**src/rtl/cap_pkg.sv**
```systemverilog
package cap_pkg;
  typedef enum logic [1:0] {
    ST_IDLE    = 2'd0,
    ST_ARMED   = 2'd1,
    ST_CAPTURE = 2'd2,
    ST_DONE    = 2'd3
  } cap_state_e;
endpackage

```
**src/rtl/cap_rst_sync.sv**
```systemverilog
// Asynchronous assertion, synchronous release of the active-low reset.
module cap_rst_sync #(
  parameter int STAGES = 2
) (
  input  logic clk,
  input  logic arst_n,
  output logic srst_n
);
  logic [STAGES-1:0] sync_q;

  always_ff @(posedge clk or negedge arst_n) begin
    if (!arst_n) sync_q <= '0;
    else         sync_q <= {sync_q[STAGES-2:0], 1'b1};
  end

  assign srst_n = sync_q[STAGES-1];
endmodule

```
**src/rtl/cap_beat_cnt.sv**
```systemverilog
// Counts accepted beats of one capture; flags the final one.
module cap_beat_cnt #(
  parameter int BEATS = 128
) (
  input  logic clk,
  input  logic rst_n,
  input  logic start_i,
  input  logic inc_i,
  output logic last_o
);
  localparam int CW = (BEATS > 2) ? $clog2(BEATS) : 1;
  localparam logic [CW-1:0] LAST_IDX = CW'(BEATS - 1);

  logic [CW-1:0] cnt_q, cnt_d;
  logic          cnt_en;

  assign cnt_en = start_i | inc_i;
  assign last_o = (cnt_q == LAST_IDX);

  always_comb begin
    if (start_i)     cnt_d = CW'(1);
    else if (last_o) cnt_d = '0;
    else             cnt_d = cnt_q + CW'(1);
  end

  always_ff @(posedge clk or negedge rst_n) begin
    if (!rst_n)      cnt_q <= '0;
    else if (cnt_en) cnt_q <= cnt_d;
  end
endmodule

```
**src/rtl/cap_ctrl.sv**
```systemverilog
// Capture sequencer: idle -> armed -> capturing -> done -> idle.
module cap_ctrl
  import cap_pkg::*;
(
  input  logic clk,
  input  logic rst_n,
  input  logic trig_i,
  input  logic in_valid_i,
  input  logic in_sof_i,
  input  logic last_i,
  output logic start_o,
  output logic inc_o,
  output logic fin_o,
  output logic busy_o,
  output logic err_o
);
  cap_state_e st_q, st_d;
  logic       err_q, err_d;

  always_comb begin
    st_d    = st_q;
    start_o = 1'b0;
    inc_o   = 1'b0;
    fin_o   = 1'b0;
    case (st_q)
      ST_IDLE: begin
        if (trig_i) st_d = ST_ARMED;
      end
      ST_ARMED: begin
        if (in_valid_i && in_sof_i) begin
          start_o = 1'b1;
          st_d    = ST_CAPTURE;
        end
      end
      ST_CAPTURE: begin
        if (in_valid_i) begin
          inc_o = 1'b1;
          if (last_i) begin
            fin_o = 1'b1;
            st_d  = ST_DONE;
          end
        end
      end
      ST_DONE: begin
        st_d = ST_IDLE;
      end
    endcase
  end

  assign err_d = err_q | ((st_q == ST_CAPTURE) & in_valid_i & in_sof_i);

  always_ff @(posedge clk or negedge rst_n) begin
    if (!rst_n) begin
      st_q  <= ST_IDLE;
      err_q <= 1'b0;
    end else begin
      st_q  <= st_d;
      err_q <= err_d;
    end
  end

  assign busy_o = (st_q != ST_IDLE);
  assign err_o  = err_q;
endmodule

```
**src/rtl/cap_out_stage.sv**
```systemverilog
// Registered write port toward the banked buffer, one register per lane.
module cap_out_stage #(
  parameter int LANES    = 4,
  parameter int SAMPLE_W = 50
) (
  input  logic                      clk,
  input  logic                      rst_n,
  input  logic                      accept_i,
  input  logic                      fin_i,
  input  logic [LANES*SAMPLE_W-1:0] data_i,
  output logic                      wr_valid_o,
  output logic                      frame_end_o,
  output logic [LANES*SAMPLE_W-1:0] data_o
);
  always_ff @(posedge clk or negedge rst_n) begin
    if (!rst_n) begin
      wr_valid_o  <= 1'b0;
      frame_end_o <= 1'b0;
    end else begin
      wr_valid_o  <= accept_i;
      frame_end_o <= fin_i;
    end
  end

  for (genvar l = 0; l < LANES; l++) begin : g_lane
    logic [SAMPLE_W-1:0] lane_q;
    always_ff @(posedge clk or negedge rst_n) begin
      if (!rst_n)        lane_q <= '0;
      else if (accept_i) lane_q <= data_i[l*SAMPLE_W +: SAMPLE_W];
    end
    assign data_o[l*SAMPLE_W +: SAMPLE_W] = lane_q;
  end
endmodule

```
**src/rtl/frame_capture.sv**
```systemverilog
// Triggered, frame-aligned capture of one channelizer frame. BEATS >= 2.
module frame_capture #(
  parameter int LANES    = 4,
  parameter int SAMPLE_W = 50,
  parameter int BEATS    = 128
) (
  input  logic                      clk,
  input  logic                      rst_n,
  input  logic                      trig_i,
  input  logic                      in_valid_i,
  input  logic                      in_sof_i,
  input  logic [LANES*SAMPLE_W-1:0] in_data_i,
  output logic                      wr_valid_o,
  output logic [LANES*SAMPLE_W-1:0] wr_data_o,
  output logic                      frame_end_o,
  output logic                      busy_o,
  output logic                      frame_err_o
);
  logic srst_n;
  logic start, inc, fin, last;

  cap_rst_sync #(.STAGES(2)) u_rst (
    .clk    (clk),
    .arst_n (rst_n),
    .srst_n (srst_n)
  );

  cap_ctrl u_ctrl (
    .clk        (clk),
    .rst_n      (srst_n),
    .trig_i     (trig_i),
    .in_valid_i (in_valid_i),
    .in_sof_i   (in_sof_i),
    .last_i     (last),
    .start_o    (start),
    .inc_o      (inc),
    .fin_o      (fin),
    .busy_o     (busy_o),
    .err_o      (frame_err_o)
  );

  cap_beat_cnt #(.BEATS(BEATS)) u_cnt (
    .clk     (clk),
    .rst_n   (srst_n),
    .start_i (start),
    .inc_i   (inc),
    .last_o  (last)
  );

  cap_out_stage #(.LANES(LANES), .SAMPLE_W(SAMPLE_W)) u_out (
    .clk         (clk),
    .rst_n       (srst_n),
    .accept_i    (start | inc),
    .fin_i       (fin),
    .data_i      (in_data_i),
    .wr_valid_o  (wr_valid_o),
    .frame_end_o (frame_end_o),
    .data_o      (wr_data_o)
  );
endmodule

```
**config.mk**
```make
export PLATFORM = sky130hd
export DESIGN_NAME = frame_capture
export DESIGN_NICKNAME = d
export VERILOG_FILES = /design/src/rtl/cap_pkg.sv /design/src/rtl/cap_rst_sync.sv /design/src/rtl/cap_beat_cnt.sv /design/src/rtl/cap_ctrl.sv /design/src/rtl/cap_out_stage.sv /design/src/rtl/frame_capture.sv
export SDC_FILE = /design/constraint.sdc
export NUM_CORES = 1
export LEC_CHECK = 0
export BUFFER_PORTS_ARGS = -buffer_cell sky130_fd_sc_hd__buf_2
export CORE_AREA = 2 2 160 162
export CTS_BUF_LIST = sky130_fd_sc_hd__clkbuf_8
export DETAILED_ROUTE_END_ITERATION = 10
export DIE_AREA = 0 0 162 164
export HOLD_SLACK_MARGIN = 0.12
export PLACE_DENSITY_LB_ADDON = 0.25
export SLEW_MARGIN = 20
export SYNTH_ARGS = -nofsm -noshare
export SYNTH_HDL_FRONTEND = slang
export SYNTH_SLANG_ARGS = --single-unit
```
**constraint.sdc**
```tcl
create_clock -name clk -period 6.7 [get_ports clk]
set_input_delay 1.005 -clock clk [delete_from_list [all_inputs] [get_ports clk]]
set_output_delay 1.005 -clock clk [all_outputs]
set_load 0.03 [all_outputs]
```
### Word level (Yosys, flattened, before mapping)

Index checks and enable logic that the tools add are counted.

* bitwise operators: 4
* reductions and logical operators: 4
* muxes and demuxes: 14
* eq/ne operators: 8
* add/subtract/negate cells: 1

Operators by type and width (count)
* $mux W7: 2
* $mux W2: 4
* $pmux W2 S4: 1
* $add A7 B1 Y7 const B: 1
* $eq A7 B7 Y1 const B: 1
* $mux W1: 7
* $ne A2 B2 Y1 const B: 3
* $eq A2 B2 Y1 const B: 2
* $reduce_and A4 Y1: 1
* $and A1 B1 Y1: 2
* $eq A2 B1 Y1 const B: 1
* $logic_not A2 Y1: 1
* $ne A2 B1 Y1 const B: 1
* $or A1 B1 Y1: 2
* $reduce_bool A2 Y1: 1
* $logic_and A1 B1 Y1: 1

* logic and storage cells: 41
* input port bits: 205
* bits in registers: 214

### Longest topological paths before layout

* depth after elaboration: 4
* gate-level depth with buffers: 8
* depth with buffers taken out: 5

### Hierarchy

A second synthesis with hierarchy kept.

* cell total of the unflattened synthesis: 486
* area, all modules: 8239.2 sq um

By module, submodules not included
* cap_out_stage: sequential area each 5054.8 sq um, area each 7604.8 sq um, instances 1, cells an instance 424
* cap_beat_cnt: sequential area each 175.2 sq um, area each 351.6 sq um, instances 1, cells an instance 36
* cap_ctrl: sequential area each 75.1 sq um, area each 222.7 sq um, instances 1, cells an instance 22
* cap_rst_sync: sequential area each 50.0 sq um, area each 53.8 sq um, instances 1, cells an instance 3
* frame_capture: sequential area each 0.0 sq um, area each 6.3 sq um, instances 1, cells an instance 1

### Worst setup path before layout

OpenSTA, ideal clock, no wires.

* kind: input to register
* start point: in in_valid_i
* end point: reg u_out.g_lane[0].lane_q[20]
* data arrival time: 2.052 ns
* data required time: 6.575 ns
* stages: 6
* setup slack: 4.523 ns
* library setup time: 0.125 ns
* path through: buf_2 > inv_1 > a21oi_4 > buf_12 > buf_12 > mux2_2

* word-level cells in the longest chain between the ends: 4
* elaborated cells between the ends (all ways): 6

Ends and longest elaborated chain
* start: declaration: line frame_capture.sv:10 `input logic in_valid_i,`
* $logic_and A1 B1 Y1: line cap_ctrl.sv:30 `if (in_valid_i && in_sof_i) begin`
* $mux W1: line cap_ctrl.sv:30
* $mux W1: line cap_ctrl.sv:25 `case (st_q)`
* $or A1 B1 Y1 *: line frame_capture.sv:53 `.accept_i (start | inc),`
* end signal: assignment: line cap_out_stage.sv:29 `else if (accept_i) lane_q <= data_i[l*SAMPLE_W +: SAMPLE_W];`
* end: declaration: line cap_out_stage.sv:26 `logic [SAMPLE_W-1:0] lane_q;`

Mark *: on every way between the ends. The rest lies on a longest branch, timed or not.
A chain may end at the register's enable or synchronous reset.

### Final worst setup path

* start point: reg u_ctrl.st_q[0]
* end point: reg u_out.g_lane[2].lane_q[6]

* word-level cells in the longest chain between the ends: 3
* elaborated cells between the ends (all ways): 5

Ends and longest elaborated chain
* start: declaration: line cap_ctrl.sv:17 `cap_state_e st_q, st_d;`
* start signal: assignment: line cap_ctrl.sv:57 `st_q <= st_d;`
* $eq A2 B1 Y1 / $eq A2 B2 Y1 (equally long branches): line cap_ctrl.sv:25
* $mux W1: line cap_ctrl.sv:25
* $or A1 B1 Y1 *: line frame_capture.sv:53
* end signal: assignment: line cap_out_stage.sv:29
* end: declaration: line cap_out_stage.sv:26

Marked as above.

==> metrics.txt <==
ANT nets after route 0; FF-to-FF path depth 6; IO Count about 400; RSZ-0062 raised after global routing no; Setup Skew between 0.01 and 0.015 ns; CTS Buffer Depth 3; area grow syn2layout 30.84%; total track usage 15.54%; Worst Path Required about 7.1 ns; Finish-stage setup viols 0; setup repair bufs after CTS 0; relative slew slack a little over a third; CTS Buf Count 39; drt pass-1 iters 4; vias in the first global route 5767; synthesized flop and latch total around 210; routed len/inst ~17 um; Tightest Pin Transition 0.9787 ns; H-tree depth 2; Post-Synthesis Cell Area 9047 sq um; nets@finish approximately 1100; Post-Syn Instances approximately 500; CP Max Fanout ~110; Slew Limit Fails 0; dpl cell area 11110 sq um; port bufs about 400; Die ar. 26570 sq um; RD Place Congestion approximately 0.8; reg-to-reg endpoint u_out.g_lane[2].lane_q[6]; TNS Setup 0 ns; CORE AREA ~25000 sq um; # DRC 0; Hold Buf Count CTS 0; via count ~5700; Hold Crit Class in2async; Max VDD drop 283.0 uV; outcome finished clean; Tcrit/Tclk final about 44%; Final Non-Filler Cells roughly 1300; Logic pwr share around half; clk slew on worst S/H paths approximately 0.060 ns; clk_lat worst skew between 0.5 and 0.6 ns; Clock power frac approximately 16%; clock sink total ~210; Distinct cells, synth 38; YS warnings 0; placed instance count 1219; R2R Path Start u_ctrl.st_q[0]; critical path data arrival time between 3 and 4 ns; Chip Width between 150 and 200 um; Cell Rows 58; vias per inst approximately 4.5; gr ovfl total 0; number of enable flip-flop cells after synthesis 0; share of cells above drive strength 1 70.05%; post-DP HPWL approximately 16000 um; Die Y between 150 and 200 um; CP endpoint u_out.g_lane[2].lane_q[6]; Min Hold Slack about 0.28 ns; switching power approximately 0.003 W; Max Freq about 340 MHz; initial antenna violation count 0; Final Critical Period 2.928 ns; crit path kind reg2reg; MaxCap Viol Count 0; sequential element share of the synthesized area roughly 60%; Post-synth top flop dfrtp_1; syn nets 712; maximum number of pins on one net before global-route repair ~110; root buffer cell clkbuf_8; cts repair resizes 0; CP Launch Point u_ctrl.st_q[0]; CTS tree yes; synthesized area per cell roughly 18 sq um; Pint 0.004071 W; switching share of total power between 40% and 50%; CP Launch Type flop; reg2reg setup slack roughly 3.8 ns; # diodes 0; first-pass GRT wire length around 33000 um; Power Density 592.8 nW/um^2; sequential share of power between 30% and 40%; CP endpoint kind flop; 1st-iter DRT viols around 320; design area around 12000 sq um; Post-synth ARST share 100.0%; leak pwr between 6 and 7 nW; Final Hold Vio Count 0; Starting Density ~36%; drt total wl about 22000 um; Design Power 0.007017 W
cells in the mapped netlist (2+ instances only):
library cell / number / area, sq um
a21oi_1: 6 / 30.03
buf_12: 21 / 420.4
buf_2: 4 / 20.02
dfrtp_1: 214 / 5355
ha_1: 5 / 62.56
inv_1: 6 / 22.52
mux2_2: 41 / 461.7
mux2_4: 159 / 2387
nand2_1: 6 / 22.52
nand3_1: 7 / 35.03
nor2_1: 2 / 7.510
o211ai_1: 2 / 15.01
o21ai_0: 3 / 15.01
or3_1: 2 / 12.51
registers in the layout (all words and copies together), names as in the netlist:
signal,count
u_out.frame_end_o,1
u_out.g_lane.lane_q,200
u_cnt.cnt_q,7
u_rst.sync_q,2
u_ctrl.st_q,2
u_out.wr_valid_o,1
u_ctrl.err_o,1
metrics by stage:
step	util [%]	setup slack (ns)
after floorplan	-	0.2949
after global placement	44.77	3.547
after detailed placement	44.77	3.547
after CTS	47.70	3.794
after global routing	47.70	3.583
final	47.70	3.772
how the worst min path moves through the flow:
stage | to | slack [ns] | startpoint
2_1_floorplan | u_rst.sync_q[1] | 0.33 | u_rst.sync_q[0]
4_1_cts | u_rst.sync_q[0] | 0.23 | rst_n
3_5_place_dp | u_out.g_lane[3].lane_q[40] | 0.30 | u_rst.sync_q[1]
6_report | u_rst.sync_q[1] | 0.28 | rst_n
3_3_place_gp | u_out.g_lane[1].lane_q[18] | 0.31 | u_rst.sync_q[1]
5_1_grt | u_rst.sync_q[1] | 0.24 | rst_n
area by class of cell:
cell class / count / area [sq um]
tap: 330 / 412.9
fill: 2282 / 12980
sequential: 214 / 5359
inverter: 6 / 22.52
clock inverter: 19 / 78.83
timing repair buffer: 414 / 2100
clock buffer: 47 / 646.9
multi-input combinational: 255 / 3218
metal layers:
| layer | share of wire (%) | GRT usage (%) | wire [um] |
|---|---|---|---|
| met1 | 40 | 19.69 | 8754 |
| met2 | 50 | 25.61 | 10860 |
| met3 | 7.6 | 4.116 | 1651 |
| met4 | 2.3 | 5.792 | 507 |
| met5 | 0 | 0 | 0 |
placed cells by master (no fill, tap or decap), drive strengths merged, types with 2 or more instances in the layout:
cell type,n
nand2,7
a21oi,7
ha,5
nand3,7
or3,2
clkbuf,47
mux2,200
buf,414
dfrtp,214
inv,21
o211ai,2
clkinv,3
nor2,2
o21ai,3
cell families after synthesis:
family	after synthesis	share of synthesized area [%]
xor+xnor	1	0.09682
simple gates	25	1.425
buf+inv	33	5.241
fa+ha+maj	5	0.6915
flops	214	59.19
compound gates	23	1.826
other cells	1	0.04145
mux	200	31.49
power groups by stage:
stage	sequential, W	combinational [W]	clock (W)
6_report	0.00228	0.00359	0.00114
3_5_place_dp	0.00229	0.00362	0
4_1_cts	0.00229	0.00363	0.00120
5_1_grt	0.00237	0.00376	0.00125
3_3_place_gp	0.00228	0.00359	0
2_1_floorplan	0.00356	0.00152	0
worst max-delay path: stages (launching register included):
cell	delay, ns
dfrtp_1	0.40
inv_1	0.13
ha_1	0.36
inv_1	0.12
a21oi_4	0.60
buf_12	0.57
mux2_2	0.41
Power figures use the tool's default switching activity.
